### src/rtl/pwm_event_gen.sv
module pwm_event_gen #(
  parameter int CW = 16,
  localparam int AW = 12
) (
  input  logic          clk,
  input  logic          rst_n,
  input  logic          enable,
  input  logic          updown_mode,
  input  logic [CW-1:0] period,
  input  logic [CW-1:0] cmp_a,
  input  logic [CW-1:0] cmp_b,
  input  logic [AW-1:0] act_a,
  input  logic [AW-1:0] act_b,
  output logic          pwm_a,
  output logic          pwm_b,
  output logic          ev_zero,
  output logic          ev_load,
  output logic          ev_cmpa,
  output logic          ev_cmpb,
  output logic          cnt_dir
);
  localparam logic [1:0] ACT_HOLD = 2'b00;
  localparam logic [1:0] ACT_TOG  = 2'b01;
  localparam logic [1:0] ACT_LOW  = 2'b10;
  localparam logic [1:0] ACT_HIGH = 2'b11;
  localparam int F_ZERO = 0, F_LOAD = 1, F_AUP = 2, F_ADN = 3, F_BUP = 4, F_BDN = 5;
  localparam logic [CW-1:0] ONE = CW'(1);

  logic [CW-1:0] cnt, cnt_nxt;
  logic          dir, dir_nxt;
  logic          going_up;
  logic [1:0]    code_a, code_b;

  function automatic logic apply(input logic cur, input logic [1:0] code);
    case (code)
      ACT_TOG:  return ~cur;
      ACT_LOW:  return 1'b0;
      ACT_HIGH: return 1'b1;
      default:  return cur;
    endcase
  endfunction

  function automatic logic [1:0] fld(input logic [AW-1:0] tbl, input int idx);
    return tbl[2*idx +: 2];
  endfunction

  assign going_up = dir & updown_mode;
  assign cnt_dir  = going_up;
  assign ev_zero  = enable && (cnt == '0);
  assign ev_load  = enable && (cnt == period);
  assign ev_cmpa  = enable && (cnt == cmp_a) && !ev_zero && !ev_load;
  assign ev_cmpb  = enable && (cnt == cmp_b) && !ev_zero && !ev_load;

  always_comb begin
    code_a = ACT_HOLD;
    if (ev_zero)      code_a = fld(act_a, F_ZERO);
    else if (ev_load) code_a = fld(act_a, F_LOAD);
    else if (ev_cmpa) code_a = fld(act_a, going_up ? F_AUP : F_ADN);
    else if (ev_cmpb) code_a = fld(act_a, going_up ? F_BUP : F_BDN);
  end

  always_comb begin
    code_b = ACT_HOLD;
    if (ev_zero)      code_b = fld(act_b, F_ZERO);
    else if (ev_load) code_b = fld(act_b, F_LOAD);
    else if (ev_cmpb) code_b = fld(act_b, going_up ? F_BUP : F_BDN);
    else if (ev_cmpa) code_b = fld(act_b, going_up ? F_AUP : F_ADN);
  end

  always_comb begin
    cnt_nxt = cnt;
    dir_nxt = dir;
    if (!updown_mode) begin
      dir_nxt = 1'b0;
      cnt_nxt = (cnt == '0) ? period : cnt - ONE;
    end else if (period == '0) begin
      dir_nxt = 1'b0;
      cnt_nxt = '0;
    end else if (cnt == '0) begin
      dir_nxt = 1'b1;
      cnt_nxt = ONE;
    end else if (cnt >= period) begin
      dir_nxt = 1'b0;
      cnt_nxt = cnt - ONE;
    end else begin
      cnt_nxt = dir ? cnt + ONE : cnt - ONE;
    end
  end

  always_ff @(posedge clk) begin
    if (!rst_n) begin
      cnt   <= updown_mode ? '0 : period;
      dir   <= 1'b0;
      pwm_a <= 1'b0;
      pwm_b <= 1'b0;
    end else if (enable) begin
      cnt   <= cnt_nxt;
      dir   <= dir_nxt;
      pwm_a <= apply(pwm_a, code_a);
      pwm_b <= apply(pwm_b, code_b);
    end
  end

  p_step_r3: assert property (@(posedge clk) disable iff (!rst_n)
    enable && updown_mode && cnt != '0 && cnt < period |=>
      (cnt == $past(cnt) + ONE) || (cnt == $past(cnt) - ONE));

  p_reload_r2: assert property (@(posedge clk) disable iff (!rst_n)
    enable && !updown_mode && cnt == '0 |=> cnt == $past(period));

  p_zero_wins_r6: assert property (@(posedge clk) disable iff (!rst_n)
    enable && cnt == '0 && act_a[1:0] == ACT_HIGH |=> pwm_a);

  p_cmp_dropped_r6: assert property (@(posedge clk) disable iff (!rst_n)
    enable && cnt == period && cnt != '0 && cnt == cmp_a && cnt != cmp_b &&
    act_a[3:2] == ACT_HOLD |=> $stable(pwm_a));

  p_split_r7: assert property (@(posedge clk) disable iff (!rst_n)
    ev_cmpa && ev_cmpb && act_a[5:4] == ACT_HOLD && act_a[7:6] == ACT_HOLD |=> $stable(pwm_a));

  p_idle_r8: assert property (@(posedge clk) disable iff (!rst_n)
    !enable |=> $stable(pwm_a) && $stable(pwm_b) && $stable(cnt));
endmodule

### config.mk
export PLATFORM = sky130hd
export DESIGN_NAME = pwm_event_gen
export DESIGN_NICKNAME = d
export VERILOG_FILES = /design/src/rtl/pwm_event_gen.sv
export SDC_FILE = /design/constraint.sdc
export NUM_CORES = 1
export LEC_CHECK = 0
export BUFFER_PORTS_ARGS = -buffer_cell sky130_fd_sc_hd__buf_2
export CORE_UTILIZATION = 40
export DETAILED_ROUTE_END_ITERATION = 10
export SLEW_MARGIN = 0
export SYNTH_ARGS = -nofsm -noshare
export SYNTH_HDL_FRONTEND = slang
export SYNTH_SLANG_ARGS = --single-unit
### constraint.sdc
create_clock -name clk -period 3.2 [get_ports clk]
set_clock_uncertainty 0.05 [all_clocks]
set_input_delay 0.48 -clock clk [delete_from_list [all_inputs] [get_ports clk]]
set_output_delay 0.48 -clock clk [all_outputs]
set_load 0.02 [all_outputs]
# Word-level counts from Yosys, hierarchy flattened
# Index checks and enable logic that the tools add are counted.
# word_totals
out_inout_bits	7
in_bits	76
wordCells	67
ff_bits	19
# op_classes
order_cmp	1
bitwise	3
eq_ne	11
shifts	4
n_addsub	2
n_mux	25
n_reduce_logical	17
# op_table
operator	n
2-to-1 mux 16 bit	9
indexed part select 12 x 32 -> 2 bit	2
== test 16 bit	3
logical NOT 16 bit	2
adder 16 x 1 -> 16 bit (second input constant)	1
greater-or-equal comparator 16 bit	1
2-to-1 mux 2 bit	8
subtractor 16 x 1 -> 16 bit (second input constant)	1
indexed part select 12 x 4 -> 2 bit	1
indexed part select 12 x 5 -> 2 bit	1
== test 2 bit (second input constant)	4
logical AND 1 bit	8
2-to-1 mux 1 bit	6
case mux 1 bit (3 select lines)	2
AND reduction 2 bit	3
nonzero test 3 bit	2
== test 2 x 1 -> 1 bit (second input constant)	2
inequality test 4 x 1 -> 1 bit (second input constant)	1
logical NOT 1 bit	2
inequality test 2 x 1 -> 1 bit (second input constant)	1
inverter 1 bit	2
bitwise AND 1 bit	1

# Longest topological paths before layout
# depth
depth_word	12
mapped_depth	12
depth_no_buf	10

# Worst setup path before layout
# Ideal clock, no wire load.
# synth_path
path_kind	register to register
from	register cnt[0]
to	register cnt[13] (data pin)
n_path_buf	2
synth_period_minus_slack_ns	2.803
path_slack_ns	0.397
setup_time_ns	0.272
arrival_time_ns	2.481
required_ns	2.878
stages_incl_launch_ff	13
cell_sequence	edfxtp_1 > clkbuf_1 > inv_1 > ha_1 > and3_1 > o21ai_0 > a31o_2 > a211o_1 > o211ai_1 > buf_2 > mux2i_1 > xor2_1 > o22ai_1
# synth_via
elab_chain_cells	8
word_cells_on_any_way	12
cone_classes	add/sub (2); order compare (1); mux (8); reduce/logical (1)
# synth_rtl
element	line	text
start: declaration	29	logic [CW-1:0] cnt, cnt_nxt;
start signal: assignment	92	cnt <= updown_mode ? '0 : period;
start signal: assignment	97	cnt <= cnt_nxt;
subtractor 16 x 1 -> 16 bit / adder 16 x 1 -> 16 bit (equally long branches)	75, 84, 86	
2-to-1 mux 16 bit	86	cnt_nxt = dir ? cnt + ONE : cnt - ONE;
2-to-1 mux 16 bit	82	end else if (cnt >= period) begin
2-to-1 mux 16 bit	79	end else if (cnt == '0) begin
2-to-1 mux 16 bit	76	end else if (period == '0) begin
2-to-1 mux 16 bit *	73	if (!updown_mode) begin
2-to-1 mux 16 bit *	96	end else if (enable) begin
2-to-1 mux 16 bit *	91	if (!rst_n) begin
# Every way passes the cells marked *; elsewhere a longest branch is shown, timed or not. The select of a mux whose other input is x is not followed.
# A chain may end at the register's enable or synchronous reset.

# Final worst setup path
# layout_path
from	register cnt[3]
to	output ev_cmpa
# layout_via
elab_chain_cells	5
word_cells_on_any_way	10
cone_classes	eq/ne (2); reduce/logical (8)
# layout_rtl
element	line	text
logical NOT 16 bit	49	assign ev_zero = enable && (cnt == '0);
logical AND 1 bit	49	
logical NOT 1 bit	51	assign ev_cmpa = enable && (cnt == cmp_a) && !ev_zero && !ev_load;
logical AND 1 bit	51	
logical AND 1 bit *	51	
end: declaration	18	output logic ev_cmpa,
# Every way passes the cells marked *; elsewhere a longest branch is shown, timed or not.

==> flow_metrics.tcl <==
set metrics [dict create \
    start_util 0.418 \
    synth_edf_count 16 \
    ioPinCount 83 \
    fin_cells 571 \
    fmax_mhz 342 \
    synth-seq-cells 19 \
    worstPathRequired_ps 2670 \
    cts_inserted_buffers 3 \
    layout_setup_ws_ps 272 \
    drc 0 \
    status "complete, no violations" \
    port_buffers 82 \
    worstHoldPathType "reg -> reg" \
    grt_overflow 0 \
    drtIter0Drc 279 \
    hold_viol_final 0 \
    p_per_area_mw_per_mm2 307 \
    setup_viol 0 \
    syn_avg_cell_area_sq_um 7.83 \
    dieArea_sq_mm 0.00797 \
    area.sequential_sq_um 541 \
    end_kind "primary output" \
    drtAntennaViolNets 0 \
    ctsHtreeMaxLevel 1 \
    maxSlewViolCount 0 \
    finalCriticalPeriod_ps 2930 \
    die_w_microns 89.3 \
    async_flop_share 0 \
    worstMarginPinSlew_ps 857 \
    post_cts_buffers 0 \
    setup-tns-final_ps 0 \
    rows 31 \
    ys_seq_area_frac 0.177 \
    synth_area_sq_mm 0.00305 \
    cts_resized 0 \
    die_h_microns 89.3 \
    maxCapViolCount 0 \
    cp_max_fo 7 \
    n_antenna_cell 0 \
    wirelength_microns 9980 \
    rsz0062_at_grt "no" \
    first_pass_iters 6 \
    cts_num_sinks 19 \
    wl_per_cell_microns 17.5 \
    critPathLaunchType "flop" \
    synth_nets 484 \
    crit_type "reg -> out" \
    multi_input_area_sq_mm 0.00226 \
    peakVddDrop_v 0.000218 \
    grt_pass1_vias 2908 \
    cts_root_buf "clkbuf_8" \
    final_area_sq_mm 0.00364 \
    p_leak_nw 1.66 \
    fillers 748 \
    antenna_found_initial 0 \
    synth_cell_types 63 \
    syn_inst 389 \
    drive_gt1_frac 0.265 \
    dp_hpwl_microns 8010 \
    via_per_inst 5.71 \
    period_share 0.915 \
    fp.coreArea_sq_mm 0.00729 \
    synthFlopType "edfxtp_1" \
    clk_pin_slew_worst_paths_ps 90 \
    cts_tree "built" \
    pre_cts_slack_ps 250 \
    hold_slack_ps 479 \
    area_growth_pct 19.5 \
    gp_congestion 0.930 \
    ys_warn_count 0 \
    grt_max_degree 18 \
    worst-endpoint-arrival_ps 2400 \
    cts_hold_buf 0 \
    grt_pass1_wl_microns 15000 \
    vias 3263 \
    grt_usage 0.249 \
    nets 568 \
    place_area_sq_mm 0.00359 \
    clk_latency_ps 270 \
    cts_max_path_buffers 2 \
    slew_headroom 0.427 \
    dp_cells 567 \
]
layer usage:
layer | up-vias | wire length (microns) | track usage
met5 | - | 0 | 0
met2 | 130 | 4650 | 0.401
met1 | 1531 | 4360 | 0.346
met3 | 18 | 745 | 0.0369
li1 | 1584 | - | -
met4 | 0 | 227 | 0.0750
worst max-delay path, stage by stage, from the launching register on:
cell,delay [ps]
edfxtp_1,560
ha_1,380
nand4_1,90
or4_1,580
nor2_1,140
or2_2,150
nor2_1,60
buf_2,160
cells in the mapped netlist (all sizes together) (3+ instances only):
cell type,number,area (sq um)
a21o,6,45.0
a21oi,28,140
and2,3,18.8
and3,6,37.5
buf,18,125
clkbuf,7,26.3
dfxtp,3,60.1
edfxtp,16,480
ha,19,238
inv,26,97.6
mux2i,14,140
nand2,35,134
nand2b,3,21.3
nand3,17,85.1
nand4,20,131
nor2,32,136
nor3,8,45.0
nor4,11,135
o21ai,13,65.1
o221ai,3,26.3
o22ai,8,50.1
o311ai,3,26.3
o31ai,5,37.5
or4,3,26.3
xnor2,43,377
xor2,10,87.6
per-stage QoR:
| stage | power (mW) | util |
|---|---|---|
| after detailed placement | 0.927 | 0.493 |
| final | 1.12 | 0.499 |
| after global routing | 1.19 | 0.499 |
| after CTS | 1.12 | 0.499 |
| after global placement | 0.919 | 0.493 |
| after floorplan | 0.744 | - |
where the power goes:
part	leakage (nW)	switching [mW]	internal, mW	total [mW]
combinational	1.44	0.328	0.256	0.584
sequential	0.195	0.0418	0.307	0.348
clock	0.0255	0.0989	0.0871	0.186
total	1.66	0.469	0.649	1.12
placed cells by master, fill, tap and decap left out, drive strengths merged, types with 5 or more instances in the layout:
master / synthesis / final
nand2: 35 / 35
and3: 6 / 6
nand3: 17 / 17
ha: 19 / 19
nor3: 8 / 8
a21o: 6 / 6
inv: 26 / 26
o31ai: 5 / 5
mux2i: 14 / 14
nor4: 11 / 11
o21ai: 13 / 13
xnor2: 43 / 43
o22ai: 8 / 8
xor2: 10 / 10
nand4: 20 / 20
nor2: 32 / 32
a21oi: 28 / 28
buf: 18 / 104
edfxtp: 16 / 16
cell families (layout without fill, tap and decap cells):
family	Yosys count	count (layout)	share of synthesized area
xor+xnor	53	53	0.152
compound gates	83	83	0.178
simple gates	149	149	0.283
fa+ha+maj	19	19	0.0780
mux	15	15	0.0497
flops	19	19	0.177
buf+inv	51	134	0.0817
state kept, by name (all words and copies together), names as in the netlist:
signal / count
pwm_b: 1
dir: 1
cnt: 16
pwm_a: 1
layout make-up:
type / count / share of cell area
flip-flops and latches: 19 / 0.148
repair buffers: 104 / 0.158
multi-input cells: 319 / 0.620
clock buffers: 3 / 0.0113
well taps: 99 / 0.0340
inverters: 26 / 0.0268
clock inverters: 1 / 0.00137
worst paths after layout:
kind,start,end,slack (ps),cells after the start
worst max-delay path,cnt[3],ev_cmpa,270,7
worst min-delay path,pwm_b,pwm_b,480,2
worst max register to register,cnt[5],cnt[8],380,10
worst min register to register,pwm_b,pwm_b,480,2
(Power assumes the default switching activity.)
